File: src/rtl/cam_pkg.sv
package cam_pkg;
  typedef enum logic [1:0] {
    VT_EMPTY   = 2'b00,
    VT_VALID   = 2'b01,
    VT_SKIP    = 2'b10,
    VT_RAMONLY = 2'b11
  } vtag_e;

  typedef enum logic [1:0] {
    WM_ABS   = 2'b00,
    WM_MATCH = 2'b01,
    WM_FREE  = 2'b10,
    WM_NONE  = 2'b11
  } wmode_e;
endpackage

File: src/rtl/cam_prio_enc.sv
module cam_prio_enc #(
  parameter int N  = 16,
  parameter int AW = $clog2(N)
) (
  input  logic [N-1:0]  vec,
  output logic          any,
  output logic          multi,
  output logic [AW-1:0] idx
);
  always_comb begin
    idx = '0;
    for (int i = N - 1; i >= 0; i--) begin
      if (vec[i]) idx = AW'(i);
    end
  end

  assign any   = |vec;
  assign multi = |(vec & (vec - N'(1)));
endmodule

File: src/rtl/cam_entry_cmp.sv
module cam_entry_cmp #(
  parameter int WIDTH = 64
) (
  input  logic [WIDTH-1:0] row,
  input  logic [1:0]       tag,
  input  logic [WIDTH-1:0] key,
  input  logic [WIDTH-1:0] care,
  input  logic [1:0]       sel_tag,
  output logic             hit
);
  logic tag_ok;
  logic bits_ok;

  assign tag_ok  = (tag == sel_tag);
  assign bits_ok = (((row ^ key) & care) == '0);
  assign hit     = tag_ok & bits_ok;
endmodule

File: src/rtl/cam_storage.sv
module cam_storage #(
  parameter int ENTRIES = 16,
  parameter int WIDTH   = 64,
  parameter int AW      = $clog2(ENTRIES)
) (
  input  logic                           clk,
  input  logic                           rst_n,
  input  logic                           we,
  input  logic [AW-1:0]                  waddr,
  input  logic [WIDTH-1:0]               wdata,
  input  logic [1:0]                     wtag,
  input  logic                           rd_en,
  input  logic [AW-1:0]                  raddr,
  output logic [ENTRIES-1:0][WIDTH-1:0]  row_data,
  output logic [ENTRIES-1:0][1:0]        row_tag,
  output logic [WIDTH-1:0]               rd_data,
  output logic [1:0]                     rd_tag
);
  logic [ENTRIES-1:0][WIDTH-1:0] mem_q, mem_d;
  logic [ENTRIES-1:0][1:0]       tag_q, tag_d;
  logic [WIDTH-1:0]              rdd_q, rdd_d;
  logic [1:0]                    rdt_q, rdt_d;

  always_comb begin
    mem_d = mem_q;
    tag_d = tag_q;
    rdd_d = rdd_q;
    rdt_d = rdt_q;
    if (we) begin
      mem_d[waddr] = wdata;
      tag_d[waddr] = wtag;
    end
    if (rd_en) begin
      rdd_d = mem_q[raddr];
      rdt_d = tag_q[raddr];
    end
  end

  always_ff @(posedge clk or negedge rst_n) begin
    if (!rst_n) begin
      mem_q <= '0;
      tag_q <= '0;
      rdd_q <= '0;
      rdt_q <= '0;
    end else begin
      mem_q <= mem_d;
      tag_q <= tag_d;
      rdd_q <= rdd_d;
      rdt_q <= rdt_d;
    end
  end

  assign row_data = mem_q;
  assign row_tag  = tag_q;
  assign rd_data  = rdd_q;
  assign rd_tag   = rdt_q;


  rd_hold_chk: assert property (@(posedge clk) disable iff (!rst_n)
    !rd_en |=> ($stable(rd_data) && $stable(rd_tag)));
endmodule

File: src/rtl/tcam_part_array.sv
module tcam_part_array #(
  parameter int ENTRIES = 16,
  parameter int SEG_W   = 16,
  parameter int NSEG    = 4,
  parameter int AW      = $clog2(ENTRIES),
  parameter int SW      = $clog2(NSEG),
  parameter int WIDTH   = SEG_W * NSEG
) (
  input  logic             clk,
  input  logic             rst_n,
  input  logic [SW-1:0]    cam_segs,
  input  logic             cmp_req,
  input  logic             cmp_auto,
  input  logic [1:0]       cmp_type,
  input  logic [WIDTH-1:0] cmp_key,
  input  logic [WIDTH-1:0] cmp_mask,
  input  logic             wr_req,
  input  logic [1:0]       wr_mode,
  input  logic [AW-1:0]    wr_addr,
  input  logic [WIDTH-1:0] wr_data,
  input  logic [1:0]       wr_tag,
  input  logic             rd_req,
  input  logic [AW-1:0]    rd_addr,
  output logic [WIDTH-1:0] rd_data,
  output logic [1:0]       rd_status,
  output logic             match,
  output logic             multi,
  output logic [AW-1:0]    match_addr,
  output logic [AW-1:0]    free_addr,
  output logic             full
);
  import cam_pkg::*;

  logic [ENTRIES-1:0][WIDTH-1:0] row_data;
  logic [ENTRIES-1:0][1:0]       row_tag;
  logic [WIDTH-1:0]              seg_care;
  logic [WIDTH-1:0]              care;
  logic [1:0]                    sel_tag;
  logic [ENTRIES-1:0]            hit_vec;
  logic [ENTRIES-1:0]            empty_vec;
  logic                          hit_any, hit_multi;
  logic [AW-1:0]                 hit_idx;
  logic                          free_any;
  logic [AW-1:0]                 free_idx;
  logic                          we;
  logic [AW-1:0]                 waddr;

  logic          match_q, match_d;
  logic          multi_q, multi_d;
  logic [AW-1:0] maddr_q, maddr_d;

  // key-part selection per segment
  for (genvar s = 0; s < NSEG; s++) begin : g_seg
    assign seg_care[s*SEG_W +: SEG_W] = {SEG_W{(SW'(s) <= cam_segs)}};
  end

  assign care    = seg_care & ~cmp_mask;
  assign sel_tag = cmp_auto ? 2'(VT_VALID) : cmp_type;

  for (genvar e = 0; e < ENTRIES; e++) begin : g_ent
    cam_entry_cmp #(.WIDTH(WIDTH)) u_cmp (
      .row     (row_data[e]),
      .tag     (row_tag[e]),
      .key     (cmp_key),
      .care    (care),
      .sel_tag (sel_tag),
      .hit     (hit_vec[e])
    );
    assign empty_vec[e] = (row_tag[e] == 2'(VT_EMPTY));
  end

  cam_prio_enc #(.N(ENTRIES), .AW(AW)) u_hit_enc (
    .vec   (hit_vec),
    .any   (hit_any),
    .multi (hit_multi),
    .idx   (hit_idx)
  );

  logic free_multi_unused;
  cam_prio_enc #(.N(ENTRIES), .AW(AW)) u_free_enc (
    .vec   (empty_vec),
    .any   (free_any),
    .multi (free_multi_unused),
    .idx   (free_idx)
  );

  // write target resolution
  always_comb begin
    we    = 1'b0;
    waddr = wr_addr;
    case (wmode_e'(wr_mode))
      WM_ABS: begin
        we    = wr_req;
        waddr = wr_addr;
      end
      WM_MATCH: begin
        we    = wr_req & match_q;
        waddr = maddr_q;
      end
      WM_FREE: begin
        we    = wr_req & free_any;
        waddr = free_idx;
      end
      default: we = 1'b0;
    endcase
  end

  cam_storage #(.ENTRIES(ENTRIES), .WIDTH(WIDTH), .AW(AW)) u_store (
    .clk      (clk),
    .rst_n    (rst_n),
    .we       (we),
    .waddr    (waddr),
    .wdata    (wr_data),
    .wtag     (wr_tag),
    .rd_en    (rd_req),
    .raddr    (rd_addr),
    .row_data (row_data),
    .row_tag  (row_tag),
    .rd_data  (rd_data),
    .rd_tag   (rd_status)
  );

  // result next-state
  always_comb begin
    match_d = match_q;
    multi_d = multi_q;
    maddr_d = maddr_q;
    if (cmp_req) begin
      match_d = hit_any;
      multi_d = hit_multi;
      maddr_d = hit_idx;
    end
  end

  always_ff @(posedge clk or negedge rst_n) begin
    if (!rst_n) begin
      match_q <= 1'b0;
      multi_q <= 1'b0;
      maddr_q <= '0;
    end else begin
      match_q <= match_d;
      multi_q <= multi_d;
      maddr_q <= maddr_d;
    end
  end

  assign match      = match_q;
  assign multi      = multi_q;
  assign match_addr = maddr_q;
  assign free_addr  = free_idx;
  assign full       = ~free_any;


  multi_needs_match_chk: assert property (@(posedge clk) disable iff (!rst_n)
    multi |-> match);


  result_hold_chk: assert property (@(posedge clk) disable iff (!rst_n)
    !cmp_req |=> ($stable(match) && $stable(multi) && $stable(match_addr)));


  free_is_empty_chk: assert property (@(posedge clk) disable iff (!rst_n)
    !full |-> (row_tag[free_addr] == 2'b00));


  full_blocks_write_chk: assert property (@(posedge clk) disable iff (!rst_n)
    (wr_req && wr_mode == 2'b10 && full) |=> $stable(row_tag));
endmodule

File: config.mk
export PLATFORM = sky130hd
export DESIGN_NAME = tcam_part_array
export DESIGN_NICKNAME = d
export VERILOG_FILES = /design/src/rtl/cam_pkg.sv /design/src/rtl/cam_prio_enc.sv /design/src/rtl/cam_entry_cmp.sv /design/src/rtl/cam_storage.sv /design/src/rtl/tcam_part_array.sv
export SDC_FILE = /design/constraint.sdc
export NUM_CORES = 2
export LEC_CHECK = 0
export BUFFER_PORTS_ARGS = -buffer_cell sky130_fd_sc_hd__buf_2
export CAP_MARGIN = 20
export CORE_MARGIN = 2
export CORE_UTILIZATION = 45
export CTS_BUF_LIST = sky130_fd_sc_hd__clkbuf_16
export CTS_CLUSTER_DIAMETER = 40
export DETAILED_ROUTE_END_ITERATION = 8
export PLACE_DENSITY = 0.65
export RECOVER_POWER = 100
export SYNTH_ARGS = -nofsm -noshare
export SYNTH_HDL_FRONTEND = slang
export SYNTH_HIERARCHICAL = 1
export SYNTH_SLANG_ARGS = --single-unit
File: constraint.sdc
create_clock -name clk -period 6.3 [get_ports clk]
set_clock_uncertainty 0.05 [all_clocks]
set_input_delay 0.63 -clock clk [delete_from_list [all_inputs] [get_ports clk]]
set_output_delay 0.63 -clock clk [all_outputs]
set_load 0.005 [all_outputs]
==> metrics.md <==
| Metric | Value |
|---|---|
| Full die area | `roughly 0.15 sq mm` |
| Die width | `386 microns` |
| GP Congestion | `0.989` |
| Clk_lat worst skew | `0.82 ns` |
| Die Span Y | `386 microns` |
| Post-DP HPWL | `160000 microns` |
| P&R area growth vs syn | `14.1%` |
| Power Density | `368 mW/mm^2` |
| CTS H-tree depth | `4` |
| Setup tns final | `0 ns` |
| Final net count | `between 5k and 6k` |
| CTS Sinks | `1128` |
| TritonRoute pass-1 iters | `6` |
| Avg Inst Size Synth | `13.3 sq um` |
| Worst-Margin Slew | `around 3.5 ns` |
| Total power | `27.6 mW` |
| Period utilisation layout | `between 80% and 90%` |
| Vias per cell | `6.38` |
| Unrepaired setup endpoints after global routing | `false` |
| Row cnt | `140` |
| IO Count | `between 200 and 300` |
| Clock Tree Buf Depth | `3` |
| Leakage | `34.7 nW` |
| Antenna violations before repair | `around 40` |
| Clock-pin slew on the worst setup and hold paths | `0.05 ns` |
| Critical Path RT | `approximately 6.9 ns` |
| CP startpoint kind | `primary input` |
| CTS tree | `built` |
| Crit path DAT | `around 6 ns` |
| Rel. slew slack | `-134%` |
| Endpoints failing setup | `0` |
| GR Overflow Total | `0` |
| Cell count after synthesis | `4936` |
| Root Driver | `clkbuf_16` |
| First-pass GRT wire length | `341000 microns` |
| Total track usage | `31.5%` |
| Final min period | `~5.4 ns` |
| Most frequent cells in the layout | `dfrtp_1 (1128), xor2_1 (1056), mux2_2 (877)` |
| Largest net degree at the start of global routing | `approximately 170` |
| Outcome | `finished with violations` |
| Most common cell after layout, fill and taps aside | `dfrtp_1` |
| 1st-iter DRT viols | `approximately 4.8k` |
| Hold buffer count at cts | `1` |
| Core Box Area | `0.145 sq mm` |
| ANT nets after route | `0` |
| CP endpoint kind | `flop` |
| DRC | `0` |
| Synthesized area | `0.0656 sq mm` |
| Failing checks | `max-capacitance violations, max-slew violations` |
| VDD IR max | `around 0.22 mV` |
| Drt wl/cell | `32.2 microns` |
| WS Path Type | `in2reg` |
| Initial Utilization | `between 40 and 50%` |
| Hold WC Path Type | `in2reg` |
| PostCTS Resize Cnt | `0` |
| Final max-slew violation count | `684` |
| F_max | `186 MHz` |
| Post-Syn Nets | `5154` |
| Vias in the first global route | `about 47k` |
| CTS buffer count | `approximately 180` |
| Worst Path Max Fanout | `36` |
| Synthesis Warnings | `6` |
| Hold Violations, Final | `0` |
| Port Buffer Count | `290` |
| Hold_ws | `0.185 ns` |
| Vias after detailed routing | `46.7k` |
| Share of cells above drive strength 1 | `around a third` |
| # Post-CTS Setup Buffers | `0` |
| Max-Cap Viols | `19` |
| Detailed Route WL | `236000 microns` |
## metrics by stage
step           setup WS (ns)  area [sq um]  cells  utilization [%]
2_1_floorplan           2.31         65600   4936                -
3_3_place_gp            1.17         69100   6960             47.6
3_5_place_dp            1.17         69100   6960             47.6
4_1_cts                 1.86         75400   7301             51.9
5_1_grt                0.843         74800   7310             51.5
6_report               0.916         74900   7319             51.6
## worst paths after layout
path | from | to | slack, ns | cells past startpoint
setup / recovery | rd_addr[3] | u_store/rd_data[8]$_DFFE_PN0P_ | 0.92 | 5
hold / removal | wr_data[34] | u_store/row_data[98]$_DFFE_PN0P_ | 0.19 | 2
setup reg to reg | u_store/row_tag[7]$_DFFE_PN0P_ | u_store/row_data[587]$_DFFE_PN0P_ | 1.00 | 10
hold reg to reg | u_store/row_data[289]$_DFFE_PN0P_ | u_store/row_data[289]$_DFFE_PN0P_ | 0.48 | 1
max in group asynchronous | rst_n | u_store/row_data[176]$_DFFE_PN0P_ | 1.85 | 3
min in group asynchronous | rst_n | u_store/row_data[991]$_DFFE_PN0P_ | 0.39 | 2
## critical path, cell delays in order
cell and delay, ns:
buf_6 0.23, nand2b_1 1.92, clkbuf_1 2.25, o22ai_1 0.52, a221oi_1 0.36
## registers in the layout, summed over array words and instances, names as in the netlist
register          flops
u_store/row_data   1024
u_store/rd_data      64
u_store/row_tag      32
match_addr            4
u_store/rd_tag        2
match                 1
multi                 1
## power breakdown
part           internal (mW)  total [mW]  switching (mW)
Sequential              8.98        10.7            1.72
Combinational           3.28        6.69            3.41
Clock                   6.26        10.2            3.93
Total                   18.5        27.6            9.05
## routing by layer
layer	track usage [%]	vias up	routed length, microns
met5	0	-	146
met4	14.8	24	12300
met3	7.41	521	21000
met2	46.5	2237	104000
met1	44.0	24600	98800
li1	-	19300	-
## layout make-up
class	count	area, sq um
diodes	18	45.0
clock inverters	154	1580
clock buffers	186	4650
well taps	1917	2400
flip-flops and latches	1128	28200
repair buffers	394	2360
inverters	27	101
fillers	12600	70400
multi-input cells	3495	35500
Power figures use the tool's default switching activity.
